==> config.mk <==
export PLATFORM = sky130hd
export DESIGN_NAME = npc_unit
export DESIGN_NICKNAME = d
export VERILOG_FILES = /design/src/rtl/npc_pkg.sv /design/src/rtl/npc_incr.sv /design/src/rtl/npc_branch_tgt.sv /design/src/rtl/npc_region_tgt.sv /design/src/rtl/npc_cond.sv /design/src/rtl/npc_unit.sv
export SDC_FILE = /design/constraint.sdc
export NUM_CORES = 1
export LEC_CHECK = 0
export BUFFER_PORTS_ARGS = -buffer_cell sky130_fd_sc_hd__buf_2
export CAP_MARGIN = 15
export CORE_UTILIZATION = 51
export CTS_CLUSTER_SIZE = 12
export DETAILED_ROUTE_END_ITERATION = 10
export HOLD_SLACK_MARGIN = 0.15
export PLACE_DENSITY = 0.84
export RECOVER_POWER = 25
export SYNTH_ARGS = -nofsm -noshare
export SYNTH_HDL_FRONTEND = slang
export SYNTH_SLANG_ARGS = --single-unit
==> constraint.sdc <==
create_clock -name clk -period 0.8 [get_ports clk]
set_clock_uncertainty 0.2 [all_clocks]
set_input_delay 0.16 -clock clk [delete_from_list [all_inputs] [get_ports clk]]
set_output_delay 0.16 -clock clk [all_outputs]
set_load 0.02 [all_outputs]
==> src/rtl/npc_pkg.sv <==
package npc_pkg;
   typedef enum logic [2:0] {
      CT_SEQ   = 3'd0,
      CT_BRZ   = 3'd1,
      CT_BRNE  = 3'd2,
      CT_JDIR  = 3'd3,
      CT_JLNK  = 3'd4,
      CT_JREG  = 3'd5,
      CT_JLREG = 3'd6,
      CT_RSVD  = 3'd7
   } ctl_e;
endpackage

==> src/rtl/npc_incr.sv <==
module npc_incr #(
   parameter int XLEN       = 64,
   parameter int INSN_BYTES = 4
) (
   input  logic [XLEN-1:0] pc,
   output logic [XLEN-1:0] seq_pc
);
   initial begin
      if (INSN_BYTES < 1 || (INSN_BYTES & (INSN_BYTES - 1)) != 0)
         $error("INSN_BYTES must be a power of two");
   end
   assign seq_pc = pc + XLEN'(INSN_BYTES);
endmodule

==> src/rtl/npc_branch_tgt.sv <==
module npc_branch_tgt #(
   parameter int XLEN     = 64,
   parameter int OFS_W    = 16,
   parameter int ALIGN_SH = 2
) (
   input  logic [XLEN-1:0]  seq_pc,
   input  logic [OFS_W-1:0] ofs,
   output logic [XLEN-1:0]  tgt
);
   localparam int EXT_W = XLEN - OFS_W - ALIGN_SH;
   initial begin
      if (EXT_W < 1) $error("displacement too wide for XLEN");
   end
   logic [XLEN-1:0] disp;
   generate
      if (ALIGN_SH == 0) begin : g_byte
         assign disp = {{EXT_W{ofs[OFS_W-1]}}, ofs};
      end else begin : g_scaled
         assign disp = {{EXT_W{ofs[OFS_W-1]}}, ofs, {ALIGN_SH{1'b0}}};
      end
   endgenerate
   assign tgt = seq_pc + disp;
endmodule

==> src/rtl/npc_region_tgt.sv <==
module npc_region_tgt #(
   parameter int XLEN     = 64,
   parameter int IDX_W    = 26,
   parameter int ALIGN_SH = 2
) (
   input  logic [XLEN-1:0]  seq_pc,
   input  logic [IDX_W-1:0] idx,
   output logic [XLEN-1:0]  tgt
);
   localparam int REGION_W = IDX_W + ALIGN_SH;
   initial begin
      if (REGION_W >= XLEN) $error("jump region must be narrower than XLEN");
   end
   generate
      if (ALIGN_SH == 0) begin : g_byte
         assign tgt = {seq_pc[XLEN-1:REGION_W], idx};
      end else begin : g_scaled
         assign tgt = {seq_pc[XLEN-1:REGION_W], idx, {ALIGN_SH{1'b0}}};
      end
   endgenerate
endmodule

==> src/rtl/npc_cond.sv <==
module npc_cond #(
   parameter int XLEN = 64
) (
   input  npc_pkg::ctl_e  ctl,
   input  logic [XLEN-1:0] rs_val,
   input  logic [XLEN-1:0] rt_val,
   output logic            br_take
);
   import npc_pkg::*;
   logic rs_zero, ops_differ;
   assign rs_zero    = (rs_val == '0);
   assign ops_differ = (rs_val != rt_val);
   always_comb begin
      case (ctl)
         CT_BRZ:  br_take = rs_zero;
         CT_BRNE: br_take = ops_differ;
         default: br_take = 1'b0;
      endcase
   end
endmodule

==> src/rtl/npc_unit.sv <==
module npc_unit #(
   parameter int          XLEN       = 64,
   parameter int          OFS_W      = 16,
   parameter int          IDX_W      = 26,
   parameter int          INSN_BYTES = 4,
   parameter int          RADDR_W    = 5,
   parameter int          LINK_REG   = 31,
   parameter logic [63:0] RESET_PC   = 64'd0
) (
   input  logic               clk,
   input  logic               rst_n,
   input  logic [XLEN-1:0]    pc_i,
   input  logic [2:0]         ctl_i,
   input  logic [OFS_W-1:0]   br_off_i,
   input  logic [IDX_W-1:0]   jmp_idx_i,
   input  logic [XLEN-1:0]    rs_val_i,
   input  logic [XLEN-1:0]    rt_val_i,
   output logic [XLEN-1:0]    npc_o,
   output logic               taken_o,
   output logic               link_we_o,
   output logic [RADDR_W-1:0] link_addr_o,
   output logic [XLEN-1:0]    link_data_o
);
   import npc_pkg::*;

   localparam int ALIGN_SH = $clog2(INSN_BYTES);
   localparam int REGION_W = IDX_W + ALIGN_SH;

   initial begin
      if (LINK_REG >= (1 << RADDR_W)) $error("LINK_REG does not fit RADDR_W");
      if (XLEN > 64) $error("RESET_PC limits XLEN to 64");
   end

   ctl_e            ctl;
   logic [XLEN-1:0] seq_pc, br_tgt, rg_tgt, npc_d;
   logic            br_take, taken_d, link_d;

   assign ctl = ctl_e'(ctl_i);

   npc_incr #(.XLEN(XLEN), .INSN_BYTES(INSN_BYTES)) u_incr (
      .pc(pc_i), .seq_pc(seq_pc));

   npc_branch_tgt #(.XLEN(XLEN), .OFS_W(OFS_W), .ALIGN_SH(ALIGN_SH)) u_btgt (
      .seq_pc(seq_pc), .ofs(br_off_i), .tgt(br_tgt));

   npc_region_tgt #(.XLEN(XLEN), .IDX_W(IDX_W), .ALIGN_SH(ALIGN_SH)) u_rtgt (
      .seq_pc(seq_pc), .idx(jmp_idx_i), .tgt(rg_tgt));

   npc_cond #(.XLEN(XLEN)) u_cond (
      .ctl(ctl), .rs_val(rs_val_i), .rt_val(rt_val_i), .br_take(br_take));

   always_comb begin
      npc_d   = seq_pc;
      taken_d = 1'b0;
      link_d  = 1'b0;
      case (ctl)
         CT_BRZ, CT_BRNE: begin
            if (br_take) begin
               npc_d   = br_tgt;
               taken_d = 1'b1;
            end
         end
         CT_JDIR, CT_JLNK: begin
            npc_d   = rg_tgt;
            taken_d = 1'b1;
            link_d  = (ctl == CT_JLNK);
         end
         CT_JREG, CT_JLREG: begin
            npc_d   = rs_val_i;
            taken_d = 1'b1;
            link_d  = (ctl == CT_JLREG);
         end
         default: ;
      endcase
   end

   always_ff @(posedge clk or negedge rst_n) begin
      if (!rst_n) begin
         npc_o       <= RESET_PC[XLEN-1:0];
         taken_o     <= 1'b0;
         link_we_o   <= 1'b0;
         link_data_o <= '0;
      end else begin
         npc_o       <= npc_d;
         taken_o     <= taken_d;
         link_we_o   <= link_d;
         link_data_o <= seq_pc;
      end
   end

   assign link_addr_o = RADDR_W'(LINK_REG);

   // Checks: active only once a full post-reset cycle has registered.
   logic primed_q;
   always_ff @(posedge clk or negedge rst_n) begin
      if (!rst_n) primed_q <= 1'b0;
      else        primed_q <= 1'b1;
   end

   AST_RESET_QUIET: assert property (@(posedge clk)
      !rst_n |=> (!taken_o && !link_we_o) || rst_n);

   AST_SEQ_NEXT: assert property (@(posedge clk) disable iff (!rst_n || !primed_q)
      ($past(ctl_i) == 3'd0 || $past(ctl_i) == 3'd7)
      |-> (npc_o == $past(pc_i) + XLEN'(INSN_BYTES)) && !taken_o);

   AST_UNTAKEN_SEQ: assert property (@(posedge clk) disable iff (!rst_n || !primed_q)
      !taken_o |-> npc_o == $past(pc_i) + XLEN'(INSN_BYTES));

   AST_REGION_KEEP: assert property (@(posedge clk) disable iff (!rst_n || !primed_q)
      ($past(ctl_i) == 3'd3 || $past(ctl_i) == 3'd4)
      |-> npc_o[XLEN-1:REGION_W] == link_data_o[XLEN-1:REGION_W]);

   AST_REG_TARGET: assert property (@(posedge clk) disable iff (!rst_n || !primed_q)
      ($past(ctl_i) == 3'd5 || $past(ctl_i) == 3'd6) |-> npc_o == $past(rs_val_i));

   AST_JUMP_TAKEN: assert property (@(posedge clk) disable iff (!rst_n || !primed_q)
      ($past(ctl_i) >= 3'd3 && $past(ctl_i) <= 3'd6) |-> taken_o);

   AST_LINK_SOURCE: assert property (@(posedge clk) disable iff (!rst_n || !primed_q)
      link_we_o |-> ($past(ctl_i) == 3'd4 || $past(ctl_i) == 3'd6) && taken_o);

   AST_LINK_DATA: assert property (@(posedge clk) disable iff (!rst_n || !primed_q)
      link_data_o == $past(pc_i) + XLEN'(INSN_BYTES));
endmodule

==> summary.md, run 1 <==
| Metric | Value |
|---|---|
| Cell Area, Placed | 16600 um^2 |
| Maximum buffer depth of the clock tree | 2 |
| Half-perimeter wire length of the detailed placement result | 43500 um |
| Initial Util | 52.5% |
| Error | [ERROR DPL-0038] Utilization greater than 100%, impossible to legalize |
| Status | did not finish |
| Number of distinct standard cells referenced by the synthesized netlist | 70 |
| Post-CTS Resized | 417 |
| Routability congestion estimate | 1.12 |
| CTS sink cnt | 130 |
| Synth Instances | 1165 |
| TritonCTS Buffers | 17 |
| Cts-stage hold buffer count | 3 |
| Mapped Area | 10300 um^2 |
| FF+latch count, synth | 130 |
| Post-synth EDFFs | 0 |
| Io pins | 374 |
| Synth async-reset ratio | 100% |
| Height of the die | 144 um |
| Postcts setup bufs | 82 |
| Deepest level of the CTS H-tree | 4 |
| Stage where the run ended | clock tree synthesis |
| Horizontal die dimension | 144 um |
| Floorplan row count | 51 |
| Place WS | -3.86 ns |
| Share of the yosys chip area belonging to registers | 31.6% |
| IO Port Bufs | 368 |
| Prevailing post-synth register cell | sky130_fd_sc_hd__dfrtp_1 |
| Avg Inst Size Synth | 8.82 um^2 |
| Synth warnings | 0 |
| Root buffer cell | sky130_fd_sc_hd__clkbuf_16 |
[synth_stat cells, types with 17 or more instances]
master,number,area [um^2]
sky130_fd_sc_hd__a21o_1,28,210
sky130_fd_sc_hd__a21oi_1,81,405
sky130_fd_sc_hd__a222oi_1,17,170
sky130_fd_sc_hd__a22oi_1,30,225
sky130_fd_sc_hd__and3_1,24,150
sky130_fd_sc_hd__clkbuf_1,40,150
sky130_fd_sc_hd__dfrtp_1,130,3250
sky130_fd_sc_hd__ha_1,75,938
sky130_fd_sc_hd__inv_1,32,120
sky130_fd_sc_hd__nand2_1,81,304
sky130_fd_sc_hd__nand3_1,35,175
sky130_fd_sc_hd__nand4_1,38,238
sky130_fd_sc_hd__nor2_1,55,206
sky130_fd_sc_hd__nor3_1,20,100
sky130_fd_sc_hd__nor4_1,36,225
sky130_fd_sc_hd__o21ai_0,82,410
sky130_fd_sc_hd__xnor2_1,69,604
sky130_fd_sc_hd__xor2_1,106,928
[cell families after synthesis]
kind of cell,share of synthesized area (%)
AOI/OAI and AO/OA,22.9
and+or+nand+nor,17.1
xor gates and xnor gates,14.9
DFF,31.6
buffers and inverters,3.30
adders and majority gates,9.61
muxes,0.499
other,0.0365
[per-stage QoR]
step | hold WS, ns | cells
2_1_floorplan | -0.336 | 1169
3_3_place_gp | -0.189 | 2245
3_5_place_dp | -0.192 | 2245
==> run 2: changes to the inputs <==
CORE_UTILIZATION = 40   (was 51)
CTS_CLUSTER_SIZE = default   (was 12)
HOLD_SLACK_MARGIN = default   (was 0.15)
PLACE_DENSITY = default   (was 0.84)
PLACE_DENSITY_LB_ADDON = 0.15   (was default)
==> run 2 against run 1 <==
  * The flow now finishes, with violations (hold timing, setup timing)
  * Synthesized cell count unchanged
  * Synthesized area unchanged
==> summary.md, run 2 <==
| Metric | Value |
|---|---|
| Post-synth EDFFs | 0 (unchanged) |
| Cell types with the largest area share after synthesis | sky130_fd_sc_hd__dfrtp_1, sky130_fd_sc_hd__ha_1, sky130_fd_sc_hd__xor2_1 (unchanged) |
| Hold Path Origin | jmp_idx_i[12] |
| Most numerous cell in the Yosys netlist | sky130_fd_sc_hd__dfrtp_1 (unchanged) |
| Worst hold margin | -0.239 ns |
| Number of cells traversed by the worst hold path | 2 |
| Startpoint class of the critical path | input pin |
| Fraction of the cycle the final worst path needs | 490% |
| Largest registers in the final layout | link_data_o: 64 flops, npc_o: 64 flops |
| Maximum buffer depth of the clock tree | 2 (unchanged) |
| Global-route total usage across every layer | 41.3% |
| Placed Instances | 2331 (was 2245) |
| Static leakage | 10.1 nW |
| Crit-path max cell delay | 0.36 ns |
| Prevailing post-synth register cell | sky130_fd_sc_hd__dfrtp_1 (unchanged) |
| Most frequent cells after synthesis | sky130_fd_sc_hd__dfrtp_1, sky130_fd_sc_hd__xor2_1, sky130_fd_sc_hd__o21ai_0 (unchanged) |
| Final Net Count | 2431 |
| Sequential group share of total power | 24.4% |
| End-of-flow core utilization | 84.1% |
| Initial drt markers | 1558 |
| Hold Fails Final Rpt | 72 |
| TritonCTS Buffers | 17 (unchanged) |
| CTS sink cnt | 130 (unchanged) |
| Cell Area, Placed | 16900 um^2 (was 16600 um^2) |
| Cts-stage hold buffer count | 3 (unchanged) |
| Root buffer cell | sky130_fd_sc_hd__clkbuf_16 (unchanged) |
| Number of distinct standard cells referenced by the synthesized netlist | 70 (unchanged) |
| Initial antenna violation count | 5 |
| Req. time, crit path | 0.94 ns |
| Worst hold path endpoint | npc_o[14] |
| Met3 wire length | 4730 um |
| Grt total ovfl | 0 |
| Met2 Wirelength | 27900 um |
| Hold Path Class | input pin to register |
| Type of element capturing the critical path | register |
| Overall routed net length | 58600 um |
| Height of the die | 162 um (was 144 um) |
| Number of max-cap violations | 0 |
| Post-detailed-route wirelength per cell | 23.8 um |
| Via count | 14500 |
| Combinational share of power | 46.5% |
| Synth Instances | 1165 (unchanged) |
| Share of the yosys chip area belonging to registers | 31.6% (unchanged) |
| Relative contribution of the clock network to total power | 29.1% |
| Cell repeated most along the worst path | sky130_fd_sc_hd__buf_6 |
| Headroom to the max-slew limit | 25.6% |
| RSZ-0062 raised after global routing | true |
| Final setup slack of the worst path | -3.12 ns |
| Top routing layer in use | met4 |
| Floorplan row count | 58 (was 51) |
| Io pins | 374 (unchanged) |
| Routability congestion estimate | 1.01 (was 1.12) |
| Status | finished with violations (was did not finish) |
| Post-route standard cell area excluding fillers | 21200 um^2 |
| M1 WL | 21900 um |
| Leading cell type in the layout, fill and taps excluded | sky130_fd_sc_hd__buf_4 |
| Initial Util | 40.8% (was 52.5%) |
| Area share of the largest cell type after synthesis | 31.6% (unchanged) |
| Sw Share | 37.1% |
| Area growth from synthesis to final layout | 106% |
| Areal power density over the cells | 1430 nW/um^2 |
| FF+latch count, synth | 130 (unchanged) |
| Half-perimeter wire length of the detailed placement result | 41100 um (was 43500 um) |
| Critical Path, Cell by Cell | buf_6 > and4_4 > nand4_1 > buf_6 > nor4_4 > buf_6 > nand2_4 > nor2_4 > xor2_2 > ha_1 > nand4_1 > nor4_4 > and2_1 > a22o_1 > o311ai_4 > nand2_2 > a221o_1 > a21oi_2 > xnor2_1 > o21ai_1 > a211oi_2 |
| Drt drc | 0 |
| Path type of the worst setup path | input pin to register |
| Maximum vdd drop | 0.00117 V |
| Placeable core region | 25200 um^2 |
| Achievable frequency | 255 MHz |
| Total of endpoints with negative setup slack in the final report | 377 |
| Share of layout cells above drive strength 1 | 64.7% |
| TritonCTS clock tree | built |
| Count of placed standard cells in the final layout, fillers left out | 2464 |
| Shortest period the worst path allows | 3.92 ns |
| Clk pin slew, worst setup/hold paths | 0.07 ns |
| Number of iterations in the first detailed-routing pass | 7 |
| Synth warnings | 0 (unchanged) |
| Power dissipated by switching net loads | 11.2 mW |
| Horizontal die dimension | 162 um (was 144 um) |
| Via count of the first global-routing pass | 14400 |
| Total negative slack | -269.16 ns |
| Cell at the slowest stage of the critical path | sky130_fd_sc_hd__o311ai_4 |
| Remaining antenna violation count after routing | 0 |
| WP data arrival | 4.06 ns |
| Wire length of the first global-routing pass | 81600 um |
| Avg Inst Size Synth | 8.82 um^2 (unchanged) |
| Mapped Area | 10300 um^2 (unchanged) |
| Int Pwr | 19.1 mW |
| Overall die area | 26300 um^2 |
| Deepest level of the CTS H-tree | 4 (unchanged) |
| Leading area contributor after synthesis | sky130_fd_sc_hd__dfrtp_1 (unchanged) |
| Avg Vias per Cell | 5.88 |
| Pin count of the biggest net entering global routing | 25 |
| IO Port Bufs | 368 (unchanged) |
| Final-report max-slew violation count | 0 |
| # fillers | 1398 |
| Leading cell types in the layout, fill and taps excluded | sky130_fd_sc_hd__buf_4, sky130_fd_sc_hd__buf_2, sky130_fd_sc_hd__dfrtp_1 |
| Transition time at the pin with the least slew margin | 1.12 ns |
| Critical Path Fanout Max | 4 |
| Violations in the final reports | hold timing, setup timing |
| Synth async-reset ratio | 100% (unchanged) |
## run 2: cell counts after synthesis
No cell type changed its count.
## run 2: power groups by stage
stage	Sequential (mW)	Combinational [mW]	Clock, mW
3_5_place_dp	7.48	10.7	0
5_1_grt	7.43	14.7	9.09
4_1_cts	7.38	12.6	8.81
6_report	7.39	14.1	8.80
3_3_place_gp	7.48	10.6	0
2_1_floorplan	8.29	4.13	0
## run 2: critical path: cells and delay by family
family	cells	cell delay (ns)
compound gates	6	1.42
simple gates	9	1.36
buf+inv	3	0.47
fa+ha+maj	1	0.29
xor+xnor	2	0.35
## run 2: worst max-delay path by stage
stage,startpoint,to
3_5_place_dp,pc_i[7],npc_o[63]
5_1_grt,pc_i[11],npc_o[63]
2_1_floorplan,pc_i[11],npc_o[56]
3_3_place_gp,pc_i[7],npc_o[59]
4_1_cts,pc_i[5],npc_o[59]
6_report,pc_i[11],npc_o[63]
## run 2: final cells by class
| type | count | area (um^2) | area share [%] |
|---|---|---|---|
| Tap cell | 330 | 413 | 1.95 |
| Inverter | 32 | 130 | 0.615 |
| Sequential cell | 130 | 3250 | 15.4 |
| Multi-Input combinational cell | 961 | 9630 | 45.5 |
| Timing Repair Buffer | 974 | 7100 | 33.6 |
| Antenna cell | 5 | 12.5 | 0.0591 |
| Clock buffer | 18 | 429 | 2.03 |
| Clock inverter | 14 | 201 | 0.952 |
## run 2: what timing repair did
action                                  4_1_cts  5_1_grt
hold endpoints to repair                    227       72
endpoints found under the setup margin      255      256
pin swaps                                   183      111
setup buffers                                87       31
resized for setup                           420      193
cloned                                        5        0
## run 2: kinds of logic after synthesis
family / synth area share, %
buffers and inverters: 3.30
DFF: 31.6
adders and majority gates: 9.61
and+or+nand+nor: 17.1
muxes: 0.499
xor gates and xnor gates: 14.9
other: 0.0365
AOI/OAI and AO/OA: 22.9
## run 2: through the flow
step                      power, mW  setup slack [ns]
after floorplan                12.4             -3.14
after global placement         18.1             -3.69
after detailed placement       18.1             -3.81
after CTS                      28.8             -2.90
after global routing           31.2             -3.19
final                          30.3             -3.12
## run 2: routing by layer
metal / global-route usage [%] / vias to the layer above
li1: - / 6222
met1: 51.0 / 7102
met2: 67.7 / 938
met3: 6.38 / 234
met4: 25.5 / 0
met5: 0 / -
Power figures use the tool's default switching activity.
